[src/rtl/pcm_pkg.sv]
package pcm_pkg;
  localparam int unsigned PCM_ADDR_W     = 15;
  localparam int unsigned PCM_DATA_W     = 8;
  localparam int unsigned PCM_ADDR_SHIFT = 6;
  localparam int unsigned PCM_LEN_SHIFT  = 4;
  localparam int unsigned PCM_PERIOD     = 246;
  localparam int unsigned PCM_EN_BIT     = 4;

  typedef enum logic [1:0] {
    SEL_ADDR = 2'd0,
    SEL_LEN  = 2'd1,
    SEL_CTRL = 2'd2,
    SEL_NONE = 2'd3
  } pcm_sel_e;
endpackage

[src/rtl/pcm_rate_timer.sv]
module pcm_rate_timer #(
  parameter int unsigned PERIOD = 246
) (
  input  logic clk_i,
  input  logic rst_ni,
  input  logic run_i,
  input  logic hold_i,
  input  logic reload_i,
  output logic tick_o
);
  localparam int unsigned TW = $clog2(PERIOD + 1);
  localparam logic [TW-1:0] RELOAD = TW'(PERIOD);
  localparam logic [TW-1:0] LAST   = TW'(1);

  logic [TW-1:0] tmr_q;

  assign tick_o = run_i && !hold_i && (tmr_q == LAST);

  always_ff @(posedge clk_i or negedge rst_ni) begin
    if (!rst_ni)                tmr_q <= RELOAD;
    else if (reload_i)          tmr_q <= RELOAD;
    else if (run_i && !hold_i)  tmr_q <= (tmr_q == LAST) ? RELOAD : tmr_q - LAST;
  end

  a_r4_timer_range: assert property (@(posedge clk_i) disable iff (!rst_ni)
    (tmr_q >= LAST) && (tmr_q <= RELOAD));
endmodule

[src/rtl/pcm_cursor.sv]
module pcm_cursor #(
  parameter int unsigned ADDR_W     = 15,
  parameter int unsigned DW         = 8,
  parameter int unsigned ADDR_SHIFT = 6,
  parameter int unsigned LEN_SHIFT  = 4
) (
  input  logic              clk_i,
  input  logic              rst_ni,
  input  logic              addr_wr_i,
  input  logic              len_wr_i,
  input  logic [DW-1:0]     wdata_i,
  input  logic              tick_i,
  input  logic              adv_i,
  output logic [ADDR_W-1:0] addr_o,
  output logic              fetch_o,
  output logic              empty_o
);
  localparam int unsigned CNT_W = DW + LEN_SHIFT + 2;
  localparam logic [CNT_W-1:0] ONE = CNT_W'(1);

  logic [CNT_W-1:0]  cnt_q;
  logic [ADDR_W-1:0] addr_q;
  logic              has_data;
  logic [CNT_W-1:0]  len_load;
  logic [ADDR_W-1:0] addr_load;

  // count is two's complement; exhausted once it is zero or negative
  assign has_data  = !cnt_q[CNT_W-1] && (cnt_q != '0);
  assign fetch_o   = tick_i && has_data;
  assign empty_o   = tick_i && !has_data;
  assign len_load  = CNT_W'({wdata_i, {LEN_SHIFT{1'b0}}}) + ONE;
  assign addr_load = ADDR_W'({wdata_i, {ADDR_SHIFT{1'b0}}});
  assign addr_o    = addr_q;

  always_ff @(posedge clk_i or negedge rst_ni) begin
    if (!rst_ni)       cnt_q <= '0;
    else if (len_wr_i) cnt_q <= len_load;
    else if (tick_i)   cnt_q <= cnt_q - ONE;
  end

  always_ff @(posedge clk_i or negedge rst_ni) begin
    if (!rst_ni)        addr_q <= '0;
    else if (addr_wr_i) addr_q <= addr_load;
    else if (adv_i)     addr_q <= addr_q + ADDR_W'(1);
  end
endmodule

[src/rtl/pcm_fetch_port.sv]
module pcm_fetch_port #(
  parameter int unsigned ADDR_W = 15,
  parameter int unsigned DW     = 8
) (
  input  logic              clk_i,
  input  logic              rst_ni,
  input  logic              start_i,
  input  logic [ADDR_W-1:0] addr_i,
  output logic              mem_req_o,
  output logic [ADDR_W-1:0] mem_addr_o,
  input  logic              mem_valid_i,
  input  logic [DW-1:0]     mem_data_i,
  output logic              adv_o,
  output logic              dac_we_o,
  output logic [DW-2:0]     dac_data_o
);
  assign adv_o = mem_req_o && mem_valid_i;

  always_ff @(posedge clk_i or negedge rst_ni) begin
    if (!rst_ni) begin
      mem_req_o  <= 1'b0;
      mem_addr_o <= '0;
    end else if (adv_o) begin
      mem_req_o  <= 1'b0;
    end else if (start_i && !mem_req_o) begin
      mem_req_o  <= 1'b1;
      mem_addr_o <= addr_i;
    end
  end

  always_ff @(posedge clk_i or negedge rst_ni) begin
    if (!rst_ni) begin
      dac_we_o   <= 1'b0;
      dac_data_o <= '0;
    end else begin
      dac_we_o <= adv_o;
      if (adv_o) dac_data_o <= mem_data_i[DW-1:1];
    end
  end

  a_r10_req_hold: assert property (@(posedge clk_i) disable iff (!rst_ni)
    (mem_req_o && !mem_valid_i) |=> (mem_req_o && $stable(mem_addr_o)));

  a_r6_dac_after_resp: assert property (@(posedge clk_i) disable iff (!rst_ni)
    dac_we_o |-> $past(mem_req_o && mem_valid_i));
endmodule

[src/rtl/pcm_fetch_engine.sv]
module pcm_fetch_engine
  import pcm_pkg::*;
#(
  parameter int unsigned PERIOD     = PCM_PERIOD,
  parameter int unsigned ADDR_W     = PCM_ADDR_W,
  parameter int unsigned DW         = PCM_DATA_W,
  parameter int unsigned ADDR_SHIFT = PCM_ADDR_SHIFT,
  parameter int unsigned LEN_SHIFT  = PCM_LEN_SHIFT
) (
  input  logic              clk_i,
  input  logic              rst_ni,
  input  logic              wr_en_i,
  input  logic [1:0]        wr_sel_i,
  input  logic [DW-1:0]     wr_data_i,
  input  logic [DW-2:0]     stat_i,
  output logic [DW-1:0]     stat_o,
  output logic              mem_req_o,
  output logic [ADDR_W-1:0] mem_addr_o,
  input  logic              mem_valid_i,
  input  logic [DW-1:0]     mem_data_i,
  output logic              dac_we_o,
  output logic [DW-2:0]     dac_data_o,
  output logic              irq_o
);
  pcm_sel_e          sel;
  logic              ctrl_wr, addr_wr, len_wr, en_bit;
  logic              enable_q, irq_q;
  logic              tick, fetch, empty, adv;
  logic [ADDR_W-1:0] cur_addr;

  assign sel     = pcm_sel_e'(wr_sel_i);
  assign ctrl_wr = wr_en_i && (sel == SEL_CTRL);
  assign addr_wr = wr_en_i && (sel == SEL_ADDR);
  assign len_wr  = wr_en_i && (sel == SEL_LEN);
  assign en_bit  = wr_data_i[PCM_EN_BIT];

  always_ff @(posedge clk_i or negedge rst_ni) begin
    if (!rst_ni) begin
      enable_q <= 1'b0;
      irq_q    <= 1'b0;
    end else if (ctrl_wr) begin
      enable_q <= en_bit;
      irq_q    <= 1'b0;
    end else if (empty) begin
      enable_q <= 1'b0;
      irq_q    <= 1'b1;
    end
  end

  pcm_rate_timer #(.PERIOD(PERIOD)) u_timer (
    .clk_i    (clk_i),
    .rst_ni   (rst_ni),
    .run_i    (enable_q),
    .hold_i   (ctrl_wr),
    .reload_i (ctrl_wr && en_bit),
    .tick_o   (tick)
  );

  pcm_cursor #(
    .ADDR_W(ADDR_W), .DW(DW), .ADDR_SHIFT(ADDR_SHIFT), .LEN_SHIFT(LEN_SHIFT)
  ) u_cursor (
    .clk_i     (clk_i),
    .rst_ni    (rst_ni),
    .addr_wr_i (addr_wr),
    .len_wr_i  (len_wr),
    .wdata_i   (wr_data_i),
    .tick_i    (tick),
    .adv_i     (adv),
    .addr_o    (cur_addr),
    .fetch_o   (fetch),
    .empty_o   (empty)
  );

  pcm_fetch_port #(.ADDR_W(ADDR_W), .DW(DW)) u_port (
    .clk_i       (clk_i),
    .rst_ni      (rst_ni),
    .start_i     (fetch),
    .addr_i      (cur_addr),
    .mem_req_o   (mem_req_o),
    .mem_addr_o  (mem_addr_o),
    .mem_valid_i (mem_valid_i),
    .mem_data_i  (mem_data_i),
    .adv_o       (adv),
    .dac_we_o    (dac_we_o),
    .dac_data_o  (dac_data_o)
  );

  assign irq_o  = irq_q;
  assign stat_o = {irq_q, stat_i};

  a_r3_ctrl_clears_irq: assert property (@(posedge clk_i) disable iff (!rst_ni)
    ctrl_wr |=> !irq_o);

  a_r5_irq_stops_enable: assert property (@(posedge clk_i) disable iff (!rst_ni)
    $rose(irq_q) |-> !enable_q);

  a_r11_fetch_needs_enable: assert property (@(posedge clk_i) disable iff (!rst_ni)
    $rose(mem_req_o) |-> $past(enable_q));
endmodule

[config.mk]
export PLATFORM = sky130hd
export DESIGN_NAME = pcm_fetch_engine
export DESIGN_NICKNAME = d
export VERILOG_FILES = /design/src/rtl/pcm_pkg.sv /design/src/rtl/pcm_rate_timer.sv /design/src/rtl/pcm_cursor.sv /design/src/rtl/pcm_fetch_port.sv /design/src/rtl/pcm_fetch_engine.sv
export SDC_FILE = /design/constraint.sdc
export NUM_CORES = 1
export LEC_CHECK = 0
export ABC_AREA = 1
export CORE_MARGIN = 2
export CORE_UTILIZATION = 63
export DETAILED_ROUTE_END_ITERATION = 7
export DONT_BUFFER_PORTS = 1
export PLACE_DENSITY = 0.91
export SYNTH_ARGS = -nofsm -noshare
export SYNTH_HDL_FRONTEND = slang
export SYNTH_SLANG_ARGS = --single-unit
[constraint.sdc]
create_clock -name clk_i -period 1.65 [get_ports clk_i]
set_input_delay 0.0825 -clock clk_i [delete_from_list [all_inputs] [get_ports clk_i]]
set_output_delay 0.0825 -clock clk_i [all_outputs]
set_load 0.02 [all_outputs]
[Word level (Yosys, flattened, before mapping)]
Cells that the tools add are included.
Storage, ports and cells
  input bits: 29
  register bits after elaboration: 63
Operators by class
  equality and inequality tests: 3
  bitwise operators: 1
  reductions and logical operators: 23
  mux-type cells: 13
  add/sub/neg operators: 4
Operators by type and width (count)
  two-way mux 15 bit: 2
  two-way mux 14 bit: 2
  two-way mux 8 bit: 3
  adder 15 x 1 -> 15 bit (second input constant): 1
  nonzero test 14 bit: 1
  subtractor 14 x 1 -> 14 bit (second input constant): 1
  adder 12 x 1 -> 13 bit (second input constant): 1
  logical AND 1 bit: 11
  nonzero test 2 bit: 5
  equality test 8 x 1 -> 1 bit (second input constant): 1
  subtractor 8 x 1 -> 8 bit (second input constant): 1
  two-way mux 1 bit: 6
  logical NOT 1 bit: 4
  equality test 2 x 1 -> 1 bit (second input constant): 1
  equality test 2 bit (second input constant): 1
  logical NOT 2 bit: 1
  AND reduction 2 bit: 1
  NOT 1 bit: 1

[Depth between registers and ports, before layout]
Gate-level depths: netlist of the first run.
  depth in word-level cells: 9
  gate-level depth with buffers: 11

[Hierarchy]
From an unflattened synthesis of the first run, not the netlist that was laid out.
Second synthesis, totals
  cell total of the unflattened synthesis: 445
  area total of the unflattened synthesis: 3502.1 um^2
By module, submodules not included
  pcm_cursor: cells an instance 246, area an instance 1813.0 um^2, instances 1, seq. area each 725.7 um^2
  pcm_fetch_port: cells an instance 101, area an instance 975.9 um^2, instances 1, seq. area each 600.6 um^2
  pcm_rate_timer: cells an instance 74, area an instance 539.3 um^2, instances 1, seq. area each 207.7 um^2
  pcm_fetch_engine: cells an instance 24, area an instance 173.9 um^2, instances 1, seq. area each 50.0 um^2

[Worst setup path before layout of the first run]
No wires, ideal clock.
  path type: reg-to-reg
  from: register u_timer.tmr_q[1]
  to: register u_port.mem_req_o
  cell stages (with the launch flop): 10
  path slack: 0.160 ns
  setup time: 0.121 ns
  period minus slack after synthesis: 1.490 ns
  arrival: 1.369 ns
  data required time: 1.529 ns
  cell sequence: dfstp_2 > inv_1 > ha_1 > nand3_1 > nor2_4 > nand3_2 > clkinv_1 > nand2_4 > buf_6 > o21ai_1
On the way
  word-level cells in the longest chain between the ends: 5
RTL lines
  start: declaration: line pcm_rate_timer.sv:15  | logic [TW-1:0] tmr_q;
  start signal: assignment: line pcm_rate_timer.sv:22  | else if (run_i && !hold_i) tmr_q <= (tmr_q == LAST) ? RELOAD : tmr_q - LAST;
  equality test 8 x 1 -> 1 bit: line pcm_rate_timer.sv:17  | assign tick_o = run_i && !hold_i && (tmr_q == LAST);
  logical AND 1 bit: line pcm_rate_timer.sv:17
  logical AND 1 bit: line pcm_cursor.sv:29  | assign fetch_o = tick_i && has_data;
  logical AND 1 bit: line pcm_fetch_port.sv:25  | end else if (start_i && !mem_req_o) begin
  nonzero test 2 bit (no line)
  end signal: assignment: line pcm_fetch_port.sv:21  | mem_req_o <= 1'b0;
  end signal: assignment: line pcm_fetch_port.sv:24  | mem_req_o <= 1'b0;
  end signal: assignment: line pcm_fetch_port.sv:26  | mem_req_o <= 1'b1;
  end: declaration: line pcm_fetch_port.sv:9  | output logic mem_req_o,
No other way between the ends.
A chain may end at the register's enable or synchronous reset.

[Worst setup path after layout of the first run]
  from: register u_timer.tmr_q[1]
  to: register u_timer.tmr_q[3]
On the way
  word-level cells in the longest chain between the ends: 4
  elaborated cells between the ends (all ways): 5
RTL lines
  subtractor 8 x 1 -> 8 bit or equality test 8 x 1 -> 1 bit (tied branches): line pcm_rate_timer.sv:22
  two-way mux 8 bit (*) (2 in a row): line pcm_rate_timer.sv:22
  two-way mux 8 bit (*): line pcm_rate_timer.sv:21  | else if (reload_i) tmr_q <= RELOAD;
Mark *: on every way between the ends. The rest lies on a longest branch, timed or not. The select of a mux whose other input is x is not followed.

==> impl_results.md, run 1 <==
* Mapped Nets at 491
* Diodes inserted at 0
* Largest fanout of any net on the critical path at 5
* Remaining DRCs at 0
* Area overhead of the layout relative to synthesis at 16.2%
* Slew headroom at 69.7%
* Critical path cell sequence: inv_1, ha_2, nand2_1, nor2_1, nand2_1, nand2_2, nand2_2, o21ai_0, nor2_1
* Die footprint at 5990 sq um
* Reg-to-Reg Start: u_timer.tmr_q[1]
* Root buf cell: sky130_fd_sc_hd__clkbuf_8
* Part of the cycle the worst path needs at 95.9%
* Initial core utilization at 66.0%
* Number of antenna violations at the first check in global routing at 0
* Worst reg-to-reg path cell count at 9
* Pin count of the biggest net entering global routing at 64
* Count of port buffers added during placement at 0
* Simple-gate portion of the synthesized area at 36.4%
* Number of vias per cell after detailed routing at 5.69
* Worst path required time at 1.91 ns
* Die H at 77.4 um
* PnR worst setup slack at 0.0680 ns
* Class of the tightest hold or removal check: input port to flop
* Combined buffer and inverter count along the critical path at 1
* Fraction of layout instances using a drive strength above 1 at 13.0%
* Final Setup Violations at 0
* Area of the placeable core at 5140 sq um
* Crit path time final at 1.58 ns
* Drt pass-1 iters at 5
* Count of pins over their slew limit at 0
* Latest clock arrival within the worst-skew pair at 0.36 ns
* Aggregate routed wire length at 8410 um
* Antenna Nets Post-Route at 0
* Synthesized-area fraction occupied by ao, oa, aoi and oai cells at 6.31%
* I/O Pins at 62
* Htree depth at 3
* Critical path type: flop to flop
* Clock Sinks at 63
* Crit path max-delay family: simple AND/OR/NAND/NOR gates
* Routed via count at 3,211
* Post-synthesis average cell area at 7.41 sq um
* Iter 0 DRT Violations at 349
* Data arrival at the endpoint of the critical path at 1.85 ns
* HPWL after DPL at 5200 um
* Residual overflow from global routing at 0
* Largest cells by area after synthesis: sky130_fd_sc_hd__dfrtp_1 (42%), sky130_fd_sc_hd__nand2_1 (19%), sky130_fd_sc_hd__nand3_1 (5.3%)
* Crit path launch: u_timer.tmr_q[1]
* Standby leakage power at 1.93 nW
* Number of rows in the core area at 26
* Post-synth cell types at 28
* Xor-xnor portion of the synthesized cell area at 1.29%
* Horizontal extent of the die at 77.4 um
* Area share of fa/ha/maj cells after synthesis at 1.47%
* Critical Path Stages at 9
* Post-Layout Inst Area at 3940 sq um
* Commonest non-fill, non-tap cell in the layout: sky130_fd_sc_hd__nand2_1
* Most frequent cells in the layout: sky130_fd_sc_hd__nand2_1 (171), sky130_fd_sc_hd__dfrtp_1 (57), sky130_fd_sc_hd__nor2_1 (43)
* Share of synthesized area spent on multiplexers at 0%
* Yosys Warn Count at 0
* Post-synthesis cell count at 458
* Wire length of the first global-routing pass at 13,200 um
* TritonCTS clock tree: yes
* Worst-path clk slew at 0.07 ns
* Stage delay of the slowest cell on the critical path at 0.56 ns
* Top cell type by total area after synthesis: sky130_fd_sc_hd__dfrtp_1
* Via count of the first global-routing pass at 2,926
* Kind of launch point of the worst setup path: flop
* Standard cell area after detailed placement at 3430 sq um
* Fmax at 0.632 GHz
* Endpoint kind of the worst setup timing path: flop
* Number of buffers created by CTS at 9
* Net count reported at finish at 522
* Yosys top cell area share at 42.0%
* Main combinational cell family by area after synthesis: simple AND/OR/NAND/NOR gates
* Pwr dens at 1210 nW/um^2
* Count of final hold-check violations at 0
* Register bit total from synthesis at 63
* Slowest stage cell, crit path: sky130_fd_sc_hd__dfstp_2
* Netlist area before placement at 3390 sq um
* Post-placement setup slack at 0.0809 ns
* Largest buffer count on any clock path at 2
* Drt wl/cell at 14.9 um
* Min-delay src: wr_sel_i[1]
* Max-cap violation count at 0
* Overall global routing resource usage at 28.9%
* Worst Max-Slew Pin Slew at 0.451 ns
* Post-Route Skew at 0.0182 ns
* Result of the run: completed
* Register-to-register setup slack at 0.07 ns
* Gp weighted congestion at 0.851
* Worst voltage drop across the vdd grid at 1050 uV
* Endpoint of the worst register-to-register path: u_timer.tmr_q[3]
* Sequential-to-total area share from yosys stat at 46.7%
* Crit path capture: u_timer.tmr_q[3]
Yosys cell counts:
cell type                  count
sky130_fd_sc_hd__o21bai_1      3
sky130_fd_sc_hd__o21ai_0      24
sky130_fd_sc_hd__buf_6         2
sky130_fd_sc_hd__o22ai_1       1
sky130_fd_sc_hd__nand4_1       7
sky130_fd_sc_hd__clkbuf_1      1
sky130_fd_sc_hd__buf_4         8
sky130_fd_sc_hd__inv_1        40
sky130_fd_sc_hd__nor2_1       43
sky130_fd_sc_hd__o21ai_1       1
sky130_fd_sc_hd__nand2_4       1
sky130_fd_sc_hd__nor2_2        5
sky130_fd_sc_hd__dfstp_2       6
sky130_fd_sc_hd__xor2_1        5
sky130_fd_sc_hd__dfrtp_1      57
sky130_fd_sc_hd__buf_2         1
sky130_fd_sc_hd__nand3_1      36
sky130_fd_sc_hd__inv_2         5
sky130_fd_sc_hd__nor2_4        5
sky130_fd_sc_hd__nand2_2       7
sky130_fd_sc_hd__nand2_1     173
sky130_fd_sc_hd__nor3_1        5
sky130_fd_sc_hd__and2_1        1
sky130_fd_sc_hd__nand3b_1      2
sky130_fd_sc_hd__ha_1          4
sky130_fd_sc_hd__clkinv_1      2
sky130_fd_sc_hd__a21oi_1      12
sky130_fd_sc_hd__nand3_2       1
power breakdown:
group	switching (mW)	total, mW	leakage, nW	internal (mW)
clock network	0.635	1.37	0.0916	0.736
logic	0.599	0.962	1.03	0.364
registers	0.489	2.42	0.813	1.93
total	1.72	4.75	1.93	3.03
kinds of logic (layout without fill, tap and decap cells):
group | Yosys count | after routing
simple gates | 286 | 288
compound gates | 41 | 41
fa+ha+maj | 4 | 4
xor+xnor | 5 | 5
flops | 63 | 63
buf+inv | 59 | 93
layout make-up:
cell class	count	area, sq um
clock inverter	5	57.6
inverter	47	183
timing repair buffer	30	305
fill	326	1200
multi-input combinational	338	1580
tap	70	87.6
sequential	63	1580
clock buffer	11	141
per-stage QoR:
step | utilization [%] | setup TNS, ns | std cells | hold WS [ns] | total power, mW
2_1_floorplan | - | 0 | 458 | -0.213 | 3.05
3_3_place_gp | 66.8 | 0 | 522 | -0.211 | 3.19
3_5_place_dp | 66.8 | 0 | 522 | -0.211 | 3.26
4_1_cts | 74.9 | 0 | 558 | 0.0342 | 4.70
5_1_grt | 76.7 | -0.0268 | 564 | 0.0800 | 5.01
6_report | 76.7 | 0 | 564 | 0.0455 | 4.75
worst min-delay path by stage:
stage                              endpoint  cells past startpoint
after global placement     u_timer.tmr_q[3]                      0
after CTS                  u_timer.tmr_q[0]                      3
final                      u_timer.tmr_q[0]                      3
after floorplan                    enable_q                      0
after detailed placement   u_timer.tmr_q[3]                      0
after global routing      u_cursor.cnt_q[2]                      3
flip-flops by register name, indices dropped and copies added, names as in the netlist:
| name | count |
|---|---|
| irq_o | 1 |
| u_port.mem_addr_o | 15 |
| u_cursor.addr_o | 15 |
| u_port.dac_data_o | 7 |
| u_timer.tmr_q | 8 |
| u_port.mem_req_o | 1 |
| u_port.dac_we_o | 1 |
| enable_q | 1 |
| u_cursor.cnt_q | 14 |
per-layer routing:
layer	wire length, um	track usage [%]	vias to the layer above
met5	0	0	-
met4	409	18.6	0
met3	565	7.21	44
met2	4200	47.4	154
met1	3240	33.9	1512
li1	-	-	1501
what timing repair did:
action,4_1_cts,5_1_grt
endpoints found under the hold margin,88,0
setup buffers,0,4
hold buffers,20,0
gates resized for setup,0,10
setup endpoints to repair,0,30
tightest hold or removal path, stage by stage:
cell and delay [ns]:
sky130_fd_sc_hd__nand3_1 0.08, sky130_fd_sc_hd__nand2_2 0.11, sky130_fd_sc_hd__a21oi_1 0.07
(Power assumes the default switching activity.)
==> run 2, diff against run 1 <==
- ABC_AREA: 1 -> 0
- SYNTH_HIERARCHICAL: default -> 1
==> impl_results.md, run 2 <==
* Slowest stage cell, crit path: sky130_fd_sc_hd__or4_4
* Routed via count at 2,703
* HPWL after DPL at 4720 um
* Setup repair after global routing missed its margin: yes
* Residual overflow from global routing at 0
* Part of the cycle the worst path needs at 126%
* Post-Route Skew at 0.0207 ns
* Htree depth at 3
* Standard cell area after detailed placement at 3460 sq um
* Area of the multi-input gates at 1620 sq um
* Area share of fa/ha/maj cells after synthesis at 1.61%
* Antenna Nets Post-Route at 0
* DR WL met2 at 4940 um
* Max-cap violation count at 0
* Kind of launch point of the worst setup path: flop
* Standby leakage power at 1.93 nW
* Diodes inserted at 0
* Yosys Warn Count at 6
* Netlist area before placement at 3100 sq um
* Worst Max-Slew Pin Slew at 0.566 ns
* Mapped Nets at 310
* Largest fanout of any net on the critical path at 8
* Initial core utilization at 65.7%
* Fmax at 0.483 GHz
* Data arrival at the endpoint of the critical path at 2.30 ns
* I/O Pins at 62
* Most used standard cell by instance count after synthesis: sky130_fd_sc_hd__dfrtp_1
* Post-synth cell types at 49
* Endpoint of the worst register-to-register path: u_port/mem_addr_o[8]
* Class of the tightest hold or removal check: input port to flop
* Number of enable-type register cells in the synthesized netlist at 0
* Detailed route wirelength on metal3 at 894 um
* Iter 0 DRT Violations at 332
* Post-synthesis cell count at 277
* Pwr dens at 973 nW/um^2
* Most frequent cells in the layout: sky130_fd_sc_hd__dfrtp_1 (54), sky130_fd_sc_hd__buf_4 (54), sky130_fd_sc_hd__nand2_1 (28)
* Clock Sinks at 63
* Drt wl/cell at 23.0 um
* Crit path capture: u_port/mem_addr_o[8]
* Number of vias per cell after detailed routing at 6.33
* Share of synthesized area spent on multiplexers at 10.6%
* Area used by sequential logic in the layout at 1590 sq um
* Latest clock arrival within the worst-skew pair at 0.36 ns
* Aggregate routed wire length at 9820 um
* Flip-flop cell with the highest count after synthesis: sky130_fd_sc_hd__dfrtp_1
* Layout fillers at 176
* Top layer in use: met4
* Area overhead of the layout relative to synthesis at 36.0%
* Worst reg-to-reg path cell count at 6
* Number of buffers created by CTS at 9
* Overall global routing resource usage at 35.2%
* Register-to-register setup slack at -0.42 ns
* Horizontal extent of the die at 74.2 um
* Critical path cell sequence: or4_4, nor2_4, a41oi_2, and2_4, nor2b_4, mux2_4
* Crit path time final at 2.07 ns
* Yosys top cell area share at 46.0%
* Critical path type: flop to flop
* Wire length of the first global-routing pass at 13,700 um
* Endpoint kind of the worst setup timing path: flop
* Stage delay of the slowest cell on the critical path at 0.58 ns
* Result of the run: complete, but fails checks
* Worst-path clk slew at 0.08 ns
* Simple-gate portion of the synthesized area at 19.1%
* Largest cells by area after synthesis: sky130_fd_sc_hd__dfrtp_1 (46%), sky130_fd_sc_hd__mux2_2 (5.4%), sky130_fd_sc_hd__dfstp_2 (5.1%)
* Combined buffer and inverter count along the critical path at 0
* Area of the placeable core at 4720 sq um
* TritonCTS clock tree: yes
* Power after layout at 4.11 mW
* Count of pins over their slew limit at 0
* Via count of the first global-routing pass at 2,772
* Leading post-synthesis cells by instance count: sky130_fd_sc_hd__dfrtp_1 (57), sky130_fd_sc_hd__nand2_1 (30), sky130_fd_sc_hd__nor2_1 (24), sky130_fd_sc_hd__o21ai_0 (16), sky130_fd_sc_hd__xor2_1 (16)
* Count of final hold-check violations at 0
* Gp weighted congestion at 0.778
* Count of port buffers added during placement at 0
* Slew headroom at 61.9%
* Reg-to-Reg Start: u_cursor/cnt_q[3]
* Root buf cell: sky130_fd_sc_hd__clkbuf_8
* Crit path max-delay family: simple AND/OR/NAND/NOR gates
* Synth async-reset ratio at 100%
* Die footprint at 5500 sq um
* Sequential-to-total area share from yosys stat at 51.0%
* Xor-xnor portion of the synthesized cell area at 8.19%
* Top cell type by total area after synthesis: sky130_fd_sc_hd__dfrtp_1
* Drt pass-1 iters at 5
* Largest buffer count on any clock path at 2
* Register bit total from synthesis at 63
* Remaining DRCs at 0
* Worst path required time at 1.88 ns
* Number of antenna violations at the first check in global routing at 0
* Net count reported at finish at 388
* Metal-1 WL at 3370 um
* Pin count of the biggest net entering global routing at 64
* Die H at 74.2 um
* Number of rows in the core area at 25
* Main combinational cell family by area after synthesis: simple AND/OR/NAND/NOR gates
* Post-Layout Inst Area at 4220 sq um
* Final Setup Violations at 35
* Crit path launch: u_cursor/cnt_q[3]
* Post-synthesis average cell area at 11.2 sq um
* Fraction of layout instances using a drive strength above 1 at 43.1%
* Synthesized-area fraction occupied by ao, oa, aoi and oai cells at 5.00%
* Worst voltage drop across the vdd grid at 798 uV
* Critical Path Stages at 6
* PnR worst setup slack at -0.422 ns
* Failing checks: negative setup slack
==> run 2: cell count changes in the layout (fill, tap and decap cells not counted), sizes merged, moves of 11 or more <==
cell / previous run / this run
nand2: 182 / 30
buf: 11 / 66
inv: 45 / 7
nand3: 37 / 6
nor2: 54 / 25
mux2: 0 / 25
xnor2: 0 / 13
xor2: 5 / 16
==> run 2: kinds of logic after synthesis <==
logic type               after synthesis
AND/OR/NAND/NOR                      104
flip-flops                            63
XOR/XNOR                              29
AO/OA/AOI/OAI                         27
multiplexers                          26
buffers and inverters                 24
adder cells (fa/ha/maj)                4
==> run 2: routing by layer <==
metal	vias to the layer above	global-route usage, %
li1	1109	-
met1	1325	36.7
met2	204	61.5
met3	65	12.6
met4	0	20.0
met5	-	0
==> run 2: final cells by class <==
class,instances,share of cell area (%)
sequential,63,37.6
tap,67,1.99
inverter,7,0.622
multi-input combinational,191,38.4
timing repair buffer,83,17.4
clock inverter,3,0.474
clock buffer,13,3.53
==> run 2: stage by stage <==
step                worst slack, ns  hold WS [ns]  util (%)  cells  TNS, ns
CTS                          -0.341        0.0370      84.7    416    -8.01
floorplan                    -0.473        -0.213         -    277    -8.81
global placement             -0.443        -0.212      73.2    375    -9.15
detailed placement           -0.503        -0.211      73.2    375   -10.63
finish                       -0.422        0.0624      89.4    427   -10.42
global route                 -0.439        0.0658      89.4    427   -11.99
==> run 2: what timing repair did <==
item / 4_1_cts / 5_1_grt
buffers inserted: 7 / 12
resized for setup: 24 / 35
pin swaps: 19 / 21
setup endpoints to repair: 29 / 35
cloned: 1 / 0
endpoints found under the hold margin: 89 / 0
hold buffers: 18 / 0
==> run 2: worst min path at each step <==
stage | from | to | cells after the start
after global routing | wr_data_i[4] | u_timer/tmr_q[3] | 2
after CTS | wr_data_i[4] | u_timer/tmr_q[0] | 2
after detailed placement | rst_ni | enable_q | 0
after global placement | rst_ni | irq_o | 0
after floorplan | rst_ni | enable_q | 0
final | wr_data_i[4] | u_timer/tmr_q[3] | 2
==> run 2: power breakdown <==
part           internal (mW)  leakage, nW  total (mW)  switching [mW]
Combinational          0.464         1.03        1.00           0.536
Sequential              1.74        0.819        1.91           0.174
Clock                  0.585       0.0796        1.19           0.609
==> run 3, diff against run 2 <==
- RECOVER_POWER: default -> 50
==> impl_results.md, run 3 (synthesized netlist as in run 2, its figures left out) <==
* Slowest stage cell, crit path: sky130_fd_sc_hd__or4_4
* Crit path launch: u_cursor/cnt_q[3]
* Min-delay src: wr_data_i[4]
* Worst path required time at 1.88 ns
* Fmax at 0.488 GHz
* Worst Max-Slew Pin Slew at 0.833 ns
* Gp weighted congestion at 0.778
* Overall global routing resource usage at 35.2%
* Drt pass-1 iters at 5
* Initial core utilization at 65.7%
* Failing checks: negative setup slack
* Met3 layer usage reported by global route at 12.6%
* Pin count of the biggest net entering global routing at 64
* Result of the run: complete, but fails checks
* Reg-to-Reg Start: u_cursor/cnt_q[3]
* Standard cell area after detailed placement at 3460 sq um
* Sw Pwr at 1.32 mW
* Count of final hold-check violations at 0
* Standby leakage power at 1.92 nW
* Via count of the first global-routing pass at 2,772
* Stage delay of the slowest cell on the critical path at 0.58 ns
* Number of vias per cell after detailed routing at 6.42
* Number of rows in the core area at 25
* Number of placed instances with taps included at 375
* Crit path time final at 2.05 ns
* Wire length of the first global-routing pass at 13,700 um
* Proportion of power drawn by the clock network at 29.1%
* Htree depth at 3
* Net count reported at finish at 388
* Residual overflow from global routing at 0
* Endpoint kind of the worst setup timing path: flop
* GR Layer Usage met2 at 61.5%
* Met1 track demand over resource at 36.7%
* Switching Share at 32.2%
* Number of buffers created by CTS at 9
* Largest fanout of any net on the critical path at 8
* Power after layout at 4.10 mW
* I/O Pins at 62
* Remaining DRCs at 0
* Part of the cycle the worst path needs at 124%
* Internal Pwr Total at 2.78 mW
* Area of the placeable core at 4720 sq um
* Aggregate routed wire length at 9880 um
* Number of non-filler instances in the completed layout at 427
* Post-Route Skew at 0.0216 ns
* Clock Sinks at 63
* Most frequent cells in the layout: sky130_fd_sc_hd__dfrtp_1 (54), sky130_fd_sc_hd__buf_4 (54), sky130_fd_sc_hd__nand2_1 (28)
* Final Setup Violations at 38
* Die H at 74.2 um
* Setup repair after global routing missed its margin: yes
* Max-cap violation count at 0
* Die footprint at 5500 sq um
* Combinational share of power at 24.2%
* Horizontal extent of the die at 74.2 um
* Count of pins over their slew limit at 0
* Iter 0 DRT Violations at 338
* TritonCTS clock tree: yes
* Diodes inserted at 0
* Critical path type: flop to flop
* Post-Layout Inst Area at 4200 sq um
* Hold WS at 0.0712 ns
* PnR worst setup slack at -0.400 ns
* HPWL after DPL at 4720 um
* Latest clock arrival within the worst-skew pair at 0.36 ns
* Fraction of layout instances using a drive strength above 1 at 43.1%
* Largest buffer count on any clock path at 2
* Final setup TNS at -10.11 ns
* Routed via count at 2,741
* Worst voltage drop across the vdd grid at 802 uV
* Count of port buffers added during placement at 0
* Slew headroom at 44.5%
* Number of antenna violations at the first check in global routing at 0
* Worst-path clk slew at 0.08 ns
* Part of the power in registers at 46.6%
* Layer carrying the most global-route usage: met2
* Data arrival at the endpoint of the critical path at 2.28 ns
* Critical path cell sequence: or4_4, nor2_4, a41oi_2, and2_4, nor2b_4, mux2_4
* Drt wl/cell at 23.1 um
* Area overhead of the layout relative to synthesis at 35.4%
* Antenna Nets Post-Route at 0
* Pwr dens at 977 nW/um^2
* Root buf cell: sky130_fd_sc_hd__clkbuf_8
* Kind of launch point of the worst setup path: flop
* Class of the tightest hold or removal check: input port to flop
==> run 3: cell types whose count changed in the layout (fill, tap and decap cells not counted), sizes merged <==
cell / before / now
buf: 66 / 65
clkbuf: 13 / 14
==> run 3: worst paths after layout <==
kind	end	slack (ns)	cells after the start
setup / recovery	u_port/mem_addr_o[8]	-0.40	6
hold / removal	u_timer/tmr_q[3]	0.07	2
setup reg to reg	u_port/mem_addr_o[8]	-0.40	6
hold reg to reg	u_port/mem_addr_o[13]	0.56	1
max in group asynchronous	u_port/mem_req_o	0.63	2
min in group asynchronous	u_cursor/cnt_q[6]	0.43	2
==> run 3: power by group through the flow <==
stage / Combinational (mW) / Clock, mW / Sequential, mW
6_report: 0.995 / 1.20 / 1.91
5_1_grt: 1.05 / 1.27 / 1.92
4_1_cts: 0.840 / 1.18 / 1.89
3_5_place_dp: 0.716 / 0 / 1.90
3_3_place_gp: 0.673 / 0 / 1.88
2_1_floorplan: 0.362 / 0 / 1.93
==> run 3: what timing repair did <==
item	in CTS	in global routing
setup endpoints to repair	29	35
pin swaps	19	21
cloned	1	0
buffers inserted	7	12
hold buffers	18	0
resized for setup	24	35
endpoints found under the hold margin	89	0
==> run 3: cell type report <==
type,count,area (sq um)
Tap cell,67,83.8
Timing Repair Buffer,83,716
Fill cell,178,522
Clock buffer,13,149
Sequential cell,63,1590
Clock inverter,3,20.0
Multi-Input combinational cell,191,1620
Inverter,7,26.3
==> run 3: critical path, delay by kind of cell, from the launching register on <==
kind	cells	cell delay (ns)
simple gates	4	1.08
flops	1	0.39
mux	1	0.32
compound gates	1	0.13
==> run 3: stage by stage <==
| stage | setup slack [ns] | util [%] |
|---|---|---|
| detailed placement | -0.503 | 73.2 |
| floorplan | -0.473 | - |
| global placement | -0.443 | 73.2 |
| finish | -0.400 | 89.0 |
| global route | -0.439 | 89.0 |
| CTS | -0.341 | 84.7 |
==> run 3: metal layers <==
| metal | part of all wire, % | wire [um] |
|---|---|---|
| met1 | 35 | 3480 |
| met2 | 50 | 4930 |
| met3 | 8.8 | 871 |
| met4 | 6.1 | 605 |
| met5 | 0 | 0 |
